$ cat src/rtl/i2c_arec_pkg.sv
package i2c_arec_pkg;

    typedef enum logic [1:0] {
        ST_IDLE      = 2'd0,
        ST_COLLECT   = 2'd1,
        ST_ADDRESSED = 2'd2,
        ST_IGNORED   = 2'd3
    } arec_state_e;

endpackage

$ cat src/rtl/bus_cond_detect.sv
module bus_cond_detect (
    input  logic clk,
    input  logic rst_n,
    input  logic enable_i,
    input  logic scl_i,
    input  logic sda_i,
    output logic scl_rise_o,
    output logic start_o,
    output logic stop_o
);

    logic scl_q;
    logic sda_q;

    // Previous samples track the bus even while disabled, so enabling
    // mid-transaction cannot create a false START or STOP.
    always_ff @(posedge clk or negedge rst_n) begin
        if (!rst_n) begin
            scl_q <= 1'b1;
            sda_q <= 1'b1;
        end else begin
            scl_q <= scl_i;
            sda_q <= sda_i;
        end
    end

    always_comb begin
        scl_rise_o = enable_i && scl_i && !scl_q;
        start_o    = enable_i && scl_i && scl_q && sda_q && !sda_i;
        stop_o     = enable_i && scl_i && scl_q && !sda_q && sda_i;
    end

endmodule

$ cat src/rtl/addr_shifter.sv
module addr_shifter #(
    parameter int BYTE_W = 8
) (
    input  logic              clk,
    input  logic              rst_n,
    input  logic              clr_i,
    input  logic              shift_i,
    input  logic              bit_i,
    output logic              full_o,
    output logic [BYTE_W-1:0] byte_o
);

    localparam int CNT_W = $clog2(BYTE_W + 1);
    localparam logic [CNT_W-1:0] LAST_IDX = CNT_W'(BYTE_W - 1);

    logic [BYTE_W-2:0] shreg_q;
    logic [CNT_W-1:0]  cnt_q;

    always_ff @(posedge clk or negedge rst_n) begin
        if (!rst_n) begin
            shreg_q <= '0;
            cnt_q   <= '0;
        end else if (clr_i) begin
            shreg_q <= '0;
            cnt_q   <= '0;
        end else if (shift_i) begin
            shreg_q <= {shreg_q[BYTE_W-3:0], bit_i};
            cnt_q   <= cnt_q + 1'b1;
        end
    end

    // The final bit bypasses the register so the decision lands on the
    // same clock edge as the eighth SCL rise.
    always_comb begin
        full_o = shift_i && (cnt_q == LAST_IDX);
        byte_o = {shreg_q, bit_i};
    end

endmodule

$ cat src/rtl/addr_compare.sv
module addr_compare #(
    parameter int ADDR_W = 7
) (
    input  logic [ADDR_W:0] byte_i,
    input  logic [ADDR_W:0] own_reg_i,
    output logic            own_hit_o,
    output logic            gc_hit_o
);

    logic addr_zero;

    always_comb begin
        addr_zero = (byte_i[ADDR_W:1] == '0);
        own_hit_o = !addr_zero && (byte_i[ADDR_W:1] == own_reg_i[ADDR_W:1]);
        gc_hit_o  = own_reg_i[0] && (byte_i == '0);
    end

endmodule

$ cat src/rtl/i2c_addr_recognizer.sv
module i2c_addr_recognizer
    import i2c_arec_pkg::*;
#(
    parameter int ADDR_W = 7
) (
    input  logic            clk,
    input  logic            rst_n,
    input  logic            enable_i,
    input  logic            master_mode_i,
    input  logic [ADDR_W:0] own_addr_i,
    input  logic            scl_i,
    input  logic            sda_i,
    output logic            own_hit_o,
    output logic            gc_hit_o,
    output logic            addressed_o,
    output logic            rw_o
);

    localparam int BYTE_W = ADDR_W + 1;

    arec_state_e       state_q, state_d;
    logic              scl_rise, start_ev, stop_ev;
    logic              byte_full;
    logic [BYTE_W-1:0] rx_byte;
    logic              cmp_own, cmp_gc;
    logic              halt;
    logic              own_d, gc_d, rw_d, rw_q;
    logic              own_q, gc_q;
    logic              shift_en, shift_clr;

    bus_cond_detect u_cond (
        .clk        (clk),
        .rst_n      (rst_n),
        .enable_i   (enable_i),
        .scl_i      (scl_i),
        .sda_i      (sda_i),
        .scl_rise_o (scl_rise),
        .start_o    (start_ev),
        .stop_o     (stop_ev)
    );

    always_comb begin
        halt      = !enable_i || master_mode_i;
        shift_en  = scl_rise && (state_q == ST_COLLECT);
        shift_clr = halt || start_ev || (state_q != ST_COLLECT);
    end

    addr_shifter #(.BYTE_W(BYTE_W)) u_shift (
        .clk     (clk),
        .rst_n   (rst_n),
        .clr_i   (shift_clr),
        .shift_i (shift_en),
        .bit_i   (sda_i),
        .full_o  (byte_full),
        .byte_o  (rx_byte)
    );

    addr_compare #(.ADDR_W(ADDR_W)) u_cmp (
        .byte_i    (rx_byte),
        .own_reg_i (own_addr_i),
        .own_hit_o (cmp_own),
        .gc_hit_o  (cmp_gc)
    );

    // Next-state and next-output decode
    always_comb begin
        state_d = state_q;
        own_d   = 1'b0;
        gc_d    = 1'b0;
        rw_d    = rw_q;
        if (halt || stop_ev) begin
            state_d = ST_IDLE;
            rw_d    = 1'b0;
        end else if (start_ev) begin
            state_d = ST_COLLECT;
            rw_d    = 1'b0;
        end else begin
            unique case (state_q)
                ST_IDLE: begin
                    state_d = ST_IDLE;
                end
                ST_COLLECT: begin
                    if (byte_full) begin
                        if (cmp_own || cmp_gc) begin
                            state_d = ST_ADDRESSED;
                            own_d   = cmp_own;
                            gc_d    = cmp_gc;
                            rw_d    = rx_byte[0];
                        end else begin
                            state_d = ST_IGNORED;
                            rw_d    = 1'b0;
                        end
                    end
                end
                ST_ADDRESSED: begin
                    state_d = ST_ADDRESSED;
                end
                ST_IGNORED: begin
                    state_d = ST_IGNORED;
                end
                default: begin
                    state_d = ST_IDLE;
                end
            endcase
        end
    end

    // State register
    always_ff @(posedge clk or negedge rst_n) begin
        if (!rst_n) begin
            state_q <= ST_IDLE;
        end else begin
            state_q <= state_d;
        end
    end

    // Output registers
    always_ff @(posedge clk or negedge rst_n) begin
        if (!rst_n) begin
            own_q <= 1'b0;
            gc_q  <= 1'b0;
            rw_q  <= 1'b0;
        end else begin
            own_q <= own_d;
            gc_q  <= gc_d;
            rw_q  <= rw_d;
        end
    end

    always_comb begin
        own_hit_o   = own_q;
        gc_hit_o    = gc_q;
        rw_o        = rw_q;
        addressed_o = (state_q == ST_ADDRESSED);
    end

endmodule

$ cat config.mk
export PLATFORM = sky130hd
export DESIGN_NAME = i2c_addr_recognizer
export DESIGN_NICKNAME = d
export VERILOG_FILES = /design/src/rtl/i2c_arec_pkg.sv /design/src/rtl/bus_cond_detect.sv /design/src/rtl/addr_shifter.sv /design/src/rtl/addr_compare.sv /design/src/rtl/i2c_addr_recognizer.sv
export SDC_FILE = /design/constraint.sdc
export NUM_CORES = 1
export LEC_CHECK = 0
export ABC_AREA = 1
export CAP_MARGIN = 20
export CELL_PAD_IN_SITES_DETAIL_PLACEMENT = 1
export CELL_PAD_IN_SITES_GLOBAL_PLACEMENT = 2
export CORE_UTILIZATION = 29
export DETAILED_ROUTE_END_ITERATION = 8
export PLACE_DENSITY = 0.86
export SYNTH_ARGS = -nofsm -noshare
export SYNTH_HDL_FRONTEND = slang
export SYNTH_SLANG_ARGS = --single-unit
$ cat constraint.sdc
create_clock -name clk -period 1.9 [get_ports clk]
set_clock_uncertainty 0.2 [all_clocks]
set_input_delay 0.38 -clock clk [delete_from_list [all_inputs] [get_ports clk]]
set_output_delay 0.38 -clock clk [all_outputs]
set_load 0.1 [all_outputs]
==> impl.org, run 1 <==
** Floorplanning
- 18 I/O pins were placed.
- Vertical die dimension :: 59.34 µm
- The core region is 0.003078 mm².
- Number of placement rows :: 20
- The die is 59.34 µm wide.
- Starting density of the core :: 0.3098
- Floorplan die area :: 0.003521 mm²

** Place
- PortBufs :: 17
- Once detailed placement completed, the half-perimeter wirelength came to 1861 µm.
- The congestion estimate from routability-driven global placement came to 0.8116.
- In this run the cell area measured after placement is 0.001292 mm².
- Counting tap cells, the placed design contains a total of 192 instances.
- Worst setup timing slack at the placement stage :: -0.1460 ns

** Clock tree
- Buffers inserted during clock tree synthesis total 3.
- TritonCTS clock tree :: yes
- Clock latency on the worst-skew pair, taken at its later pin, is 0.29 ns.
- CTS hold repair buffers :: 0
- Sink count of the clock tree :: 18
- The number of setup buffers added after CTS is 0.
- The tree is rooted in a clkbuf_4.
- After clock tree synthesis, the repair step resized 0 gates.
- Clock-pin slew was measured on the worst setup and hold paths at 0.10 ns.
- Number of buffers on the longest clock path :: 2
- In this run the number of H-tree levels came out at 1.

** Routing
- The count of nets left with antenna violations once routing finished came out at 0.
- Number of iterations in the first detailed-routing pass :: 4
- Vias per std cell :: 4.469
- Count of routing violations after the opening detailed-route iteration :: 13
- Remaining DRCs :: 0
- Post-Route WL :: 2264 µm
- The final route contains 876 vias.
- Post-detailed-route wirelength per cell :: 11.55 µm

** Worst hold path
- Kind of path behind the tightest hold check :: primary input to async pin

** Timing
- Max-slew headroom :: 0.8073
- In the finished design, the share of the clock period the worst path needs comes to 0.8943.
- The number of hold violations in the final report came to 0.
- Sum Neg Setup Slack :: 0 ns
- Setup violations remaining at the end of the flow were counted as 0.
- Across all setup checks in the final design, the least slack found is 0.2009 ns.
- Hold is met by 0.2040 ns.
- Transition time at the pin with the least slew margin :: 0.2881 ns
- Setup repair after global routing left no endpoint under its margin.
- Static timing analysis puts the maximum clock frequency at 588.6 MHz.
- Final Max Slew Viols :: 0
- Subtracting the final worst setup slack from the clock period gives 1.699 ns.

** Pwr
- Internal power :: 0.5441 mW
- Power spread over the standard cell area amounts to 524.3 mW/mm².
- Net switching power :: 0.1525 mW
- The share of total power dissipated in combinational logic is 0.102.
- Of the total power, registers draw 0.559.
- Of the total power, the share spent switching nets is 0.2190.
- Portion of total power attributed to the clock network :: 0.339
- Leak :: 0.6496 nW
- The design draws 0.6967 mW.
- Maximum vdd drop :: 0.0002638 V

** Synthesis
- Post-synth cell types :: 22
- In this run the cell area of the synthesized design comes to 953.4 µm².
- The synthesized design contains 18 register bits.
- Dividing the synthesized area by the synthesized cell count gives 7.879 µm².
- Synth Instances :: 121
- During synthesis, Yosys emitted a total of 0 warnings.
- For this run, the register share of the synthesized area comes to 0.4751.
- Synthesis produced a netlist with a net count of 136.

** Critical path
- Required arrival time at the worst endpoint :: 1.90 ns
- Type of element capturing the critical path :: register
- Maximum fanout count along the critical path :: 6
- The worst setup path is launched from a primary input.
- Critical path start-end classification :: primary input to register
- Worst Path Arrival :: 1.70 ns

** Cells and area
- Layout cells sized above 1 :: 0.1776
- Once layout is complete, the cells apart from fillers number 196.
- Relative to the synthesized area, the layout overhead comes to 39.37%.
- Final #Nets :: 168
- Util after Layout :: 0.4317
- Summed area of non-filler cells in the final layout :: 0.001329 mm²
- The repair_antennas step left the layout with diodes totalling 0.

** GRT
- Global-route wire length before repair :: 4043 µm
- Congestion Overflow GR :: 0
- Antenna violations before repair :: 0
- Entering global routing, the biggest net connects 19 pins.
- The number of global-route vias before repair is 938.
- Overall routing resource usage :: 0.1559

** Status
- Status :: complete, no violations

** Run
- Across the run, the number of max-cap violations was 0.
logic make-up (layout without fill, tap and decap cells):
logic type	Yosys count	after routing	share of synthesized area
compound gates	19	19	0.1155
fa+ha+maj	1	1	0.01312
xor+xnor	4	4	0.03675
buf+inv	21	52	0.09055
flops	18	18	0.4751
simple gates	58	58	0.2690
registers in the layout (all words and copies together), names as in the netlist:
signal,flops
gc_hit_o,1
own_hit_o,1
rw_o,1
state_q,2
u_cond.scl_q,1
u_cond.sda_q,1
u_shift.cnt_q,4
u_shift.shreg_q,7
layout make-up:
class | instances | area [µm²]
Clock buffer | 4 | 36.28
Fill cell | 402 | 1749
Inverter | 20 | 75.07
Multi-Input combinational cell | 82 | 416.7
Sequential cell | 18 | 452.9
Tap cell | 44 | 55.05
Timing Repair Buffer | 28 | 292.8
synth_stat cells, drive strengths merged:
| cell type | number | area (µm²) |
|---|---|---|
| buf | 1 | 11.26 |
| dfstp | 2 | 52.55 |
| nand4 | 1 | 6.260 |
| inv | 20 | 75.07 |
| o21a | 1 | 7.510 |
| nand2 | 27 | 108.9 |
| o21ai | 8 | 40.04 |
| xnor2 | 1 | 8.760 |
| a21boi | 1 | 7.510 |
| a211oi | 2 | 20.02 |
| ha | 1 | 12.51 |
| a21oi | 7 | 35.03 |
| nor3 | 3 | 26.28 |
| dfrtp | 16 | 400.4 |
| and2 | 1 | 6.260 |
| nand3 | 9 | 45.04 |
| xor2 | 3 | 26.28 |
| nor2 | 17 | 63.81 |
power groups by stage:
stage	combinational (mW)	clock [mW]	sequential (mW)
floorplan	0.0202	0	0.396
global placement	0.0701	0	0.396
detailed placement	0.0725	0	0.396
CTS	0.0726	0.251	0.389
global route	0.0793	0.263	0.390
finish	0.0712	0.236	0.389
placed cells by master (no fill, tap or decap), types with 2 or more instances in the layout:
cell	instances
a21oi_1	7
nand2_2	3
nor2_1	16
buf_4	11
buf_12	4
clkbuf_4	3
o21ai_1	2
xor2_1	3
o21ai_0	6
nand3_1	9
nor3_1	2
clkdlybuf4s50_1	13
dfstp_2	2
nand2_1	24
dfrtp_1	16
inv_1	20
routing by layer:
layer	up-vias	GRT usage	wire length (µm)
li1	443	-	-
met1	420	0.1975	1018
met2	9	0.2616	1150
met3	4	0.02183	56
met4	0	0.07143	38
met5	-	0	0
worst max-delay path: stages:
cell	delay (ns)
clkdlybuf4s50_1	0.49
nand2_2	0.08
nor3_4	0.29
nand2_2	0.11
a21boi_1	0.15
nand3_1	0.09
nand2_1	0.07
inv_1	0.04
path summary, 6_finish.rpt:
kind	startpoint	endpoint	slack, ns	cells past startpoint
setup reg to reg	u_cond.scl_q$_DFF_PN1_	u_shift.shreg_q[2]$_DFFE_PN0P_	0.29	7
hold / removal	rst_n	own_hit_o$_DFF_PN0_	0.20	2
min in group clk	scl_i	u_cond.scl_q$_DFF_PN1_	0.32	1
max in group asynchronous	rst_n	u_cond.scl_q$_DFF_PN1_	1.03	2
setup / recovery	scl_i	state_q[0]$_DFFE_PN0P_	0.20	8
hold reg to reg	state_q[1]$_DFFE_PN0P_	state_q[1]$_DFFE_PN0P_	0.35	1
(Power assumes the default switching activity.)
==> inputs of run 2 (changes only) <==
--- a/config.mk
+++ b/config.mk
@@ -9,9 +9,11 @@
 export CAP_MARGIN = 20
 export CELL_PAD_IN_SITES_DETAIL_PLACEMENT = 1
 export CELL_PAD_IN_SITES_GLOBAL_PLACEMENT = 2
-export CORE_UTILIZATION = 29
+export CORE_MARGIN = 2
+export CORE_UTILIZATION = 28
 export DETAILED_ROUTE_END_ITERATION = 8
-export PLACE_DENSITY = 0.86
+export PLACE_DENSITY = 0.85
 export SYNTH_ARGS = -nofsm -noshare
 export SYNTH_HDL_FRONTEND = slang
+export SYNTH_HIERARCHICAL = 1
 export SYNTH_SLANG_ARGS = --single-unit
==> impl.org, run 2 <==
** Status
- Status :: complete, no violations

** Routing
- After the first detailed-routing iteration, the DRC count stood at 12.
- Once detail routing completed, the nets flagged for antenna violations numbered 0.
- Before antenna repair, the detailed router went through 4 iterations.
- For this block, the via count after detailed routing is 998.
- For this run, design rule violations remaining after detail routing come to 0.
- Vias per std cell :: 4.642
- Post-detailed-route wirelength per cell :: 13.49 µm
- After detailed routing, the total wire length is 2900 µm.

** Timing
- The worst path needs 1.779 ns of the cycle, external delays included.
- Transition time at the pin with the least slew margin :: 0.3344 ns
- On the final layout, the worst hold slack is 0.1431 ns.
- The final max-slew violation count was 0.
- Setup violations remaining at the end of the flow were counted as 0.
- FMAX :: 562.0 MHz
- The number of hold violations in the final report was 0.
- Headroom to the max-slew limit came out at 0.7763.
- Dividing the final minimum period by the clock period gives 0.9365.

** Synthesis
- Proportion of synthesized flip-flops having asynchronous set or reset :: 1.000
- After synthesis, the most frequently instantiated cells are nand2_1 (33), inv_1 (24), nor2_1 (19).
- Ranking of synthesized cells by area :: dfrtp_1 (40%), nand2_1 (12%), inv_1 (9.0%)
- Area fraction of the dominant cell type after synthesis :: 0.4020
- Net Count, Synth :: 150
- The synthesized netlist occupies a cell area of 996.0 µm².
- Synth Instances :: 135
- Dividing the synthesized area by the synthesized cell count gives 7.377 µm².
- Post-synthesis sequential element count :: 18
- The Yosys step of the flow raised 6 warnings.
- Most instantiated library cell after synthesis :: nand2_1
- For this run, the register share of the synthesized area comes to 0.4548.
- The largest total area in the synthesized netlist belongs to dfrtp_1.
- Number of synthesized flops with an enable pin :: 0
- Counting distinct cell types in the post-synthesis netlist gives 21.
- Prevailing post-synth register cell :: dfrtp_1

** Cells and area
- Storage cell area :: 452.9 µm²
- Area of the multi-input gates :: 470.5 µm²
- Largest registers :: u_shift/shreg_q x7, u_shift/cnt_q x4, state_q x2
- Summed area of non-filler cells in the final layout :: 0.001440 mm²
- The library cell used most frequently in the layout, excluding fill and tap cells, is nand2_1.
- Flip-flop count of the largest register, all copies and words added :: 7
- Diodes inserted :: 0
- In the final layout, the share of cells above drive strength 1 is 0.2544.
- Synthesis-to-layout area growth :: 44.60%
- In the layout the commonest cells are nand2_1 (32), inv_1 (22), dfrtp_1 (16).
- Final #Nets :: 186
- Largest register by flop count :: u_shift/shreg_q
- Fillers :: 412

** Pwr
- Of the total power, the share spent switching nets is 0.2330.
- The share of total power dissipated in the clock network is 0.284.
- Internal power :: 0.5038 mW
- Net switching power :: 0.1530 mW
- Of the total power, combinational logic draws 0.123.
- Sequential share of power :: 0.593
- Summed over all cells, the static leakage comes to 0.6691 nW.
- Maximum vdd drop :: 0.0003072 V
- Power per standard cell area :: 456.1 mW/mm²

** Place
- After legalization and detailed placement, the total HPWL measured 2157 µm.
- Global placement routability congestion :: 0.7232
- The placed instances occupy a cell area of 0.001341 mm².
- Port buffering added 17 buffers.

** Floorplanning
- Floorplan die area :: 0.004050 mm²
- Number of placement rows :: 21
- 18 I/O pins were placed.
- Starting density of the core :: 0.2938
- The die is 63.64 µm wide.
- Vertical die dimension :: 63.64 µm
- Floorplan core area :: 0.003390 mm²

** Clock tree
- Clock-pin slew was measured on the worst setup and hold paths at 0.10 ns.
- TritonCTS clock tree :: yes
- CTS hold repair buffers :: 0
- CTS built an H-tree with a depth of 1.
- CTS Buf Count :: 3
- The tree is rooted in a clkbuf_4.
- Number of buffers on the longest clock path :: 2
- For the worst-skew pair, the clock arrives at the later sink with an insertion delay of 0.29 ns.
- Counting every sink on the clock net gives 18.

** GRT
- The number of global-route vias before repair came to 1066.
- Largest net degree at the start of global routing :: 13
- Global-route wire length before repair :: 4554 µm
- Congestion Overflow GR :: 0
- The number of antenna violations at the first check in global routing was 0.
- Overall routing resource usage :: 0.1459

** Critical path
- Critical path start-end classification :: primary input to register
- Maximum fanout count along the critical path :: 6
- Critical Path Start :: sda_i
- The worst register-to-register path begins at u_cond/scl_q$_DFF_PN1_.
- The worst register-to-register path ends at u_shift/cnt_q[3]$_DFFE_PN0P_.
- Internal reg-to-reg setup slack :: 0.14 ns
- Type of element capturing the critical path :: register
- The critical path ends at u_shift/shreg_q[2]$_DFFE_PN0P_.
- Worst Path Arrival :: 1.78 ns
- At the worst endpoint, the required time is 1.90 ns.
- For the worst flop-to-flop path, the logic depth is 9.
- Element type at the critical path start :: primary input

** Run
- Max-cap violations in this run came to 0.

** Worst hold path
- The min-delay analysis places its worst path in the category primary input to async pin.
-- run 2: cell count changes after synthesis, sizes merged, moves of 2 or more --
| cell | previous run | this run |
|---|---|---|
| nor2 | 17 | 23 |
| o22ai | 0 | 5 |
| a21oi | 7 | 4 |
| xnor2 | 1 | 3 |
| xor2 | 3 | 0 |
| a211oi | 2 | 0 |
| o21ai | 8 | 3 |
| nand2 | 27 | 34 |
| inv | 20 | 27 |
-- run 2: what timing repair did --
action                                  4_1_cts  5_1_grt
pin swaps                                     0        5
buffers inserted                              2        2
resized for setup                             1       14
endpoints found under the setup margin        4       14
-- run 2: metal layers --
layer	part of all wire	global-route usage	routed length, µm	vias up
li1	-	-	-	485
met1	0.38	0.1512	1099	484
met2	0.57	0.2895	1656	24
met3	0.033	0.01964	97	5
met4	0.016	0.05707	46	0
met5	0	0	0	-
-- run 2: worst max-delay path: stages --
cell and delay, ns:
clkdlybuf4s50_1 0.48, inv_1 0.05, nand2_2 0.07, nor2_4 0.04
inv_2 0.05, nand4_1 0.22, nor2_4 0.24, inv_2 0.09
o22ai_1 0.16
-- run 2: through the flow --
step	TNS (ns)	power (mW)	util	worst slack, ns	std cells
floorplan	0	0.4199	-	0.03014	135
global placement	-3.162	0.4678	0.3957	-0.2744	208
detailed placement	-4.044	0.4715	0.3957	-0.3586	208
CTS	0	0.6616	0.4068	0.007380	213
global route	-0.04337	0.6966	0.4249	-0.03714	215
finish	0	0.6568	0.4249	0.1206	215
-- run 2: area by class of cell --
type,count,share of cell area
clock buffers,3,0.01564
inverters,27,0.07037
flip-flops and latches,18,0.3145
multi-input cells,89,0.3267
repair buffers,32,0.2328
well taps,46,0.03997
-- run 2: how the worst min path moves through the flow --
stage | from | end | cells after the start
after floorplan | rst_n | gc_hit_o$_DFF_PN0_ | 0
after global placement | u_shift/cnt_q[1]$_DFFE_PN0P_ | u_shift/cnt_q[1]$_DFFE_PN0P_ | 2
after detailed placement | u_shift/cnt_q[1]$_DFFE_PN0P_ | u_shift/cnt_q[1]$_DFFE_PN0P_ | 2
after CTS | rst_n | u_shift/cnt_q[2]$_DFFE_PN0P_ | 1
after global routing | rst_n | u_shift/cnt_q[1]$_DFFE_PN0P_ | 1
final | rst_n | u_shift/cnt_q[2]$_DFFE_PN0P_ | 1
-- run 2: kinds of logic after synthesis --
group                      synth area share
and+or+nand+nor                      0.3304
buffers and inverters                0.1093
DFF                                  0.4548
AOI/OAI and AO/OA                   0.06658
xor gates and xnor gates            0.02639
adders and majority gates           0.01256
-- run 2: power groups by stage --
stage / registers [mW] / clock network, mW / logic, mW
CTS: 0.389 / 0.196 / 0.0765
global route: 0.390 / 0.217 / 0.0894
floorplan: 0.396 / 0 / 0.0242
global placement: 0.396 / 0 / 0.0720
detailed placement: 0.396 / 0 / 0.0755
finish: 0.390 / 0.187 / 0.0805
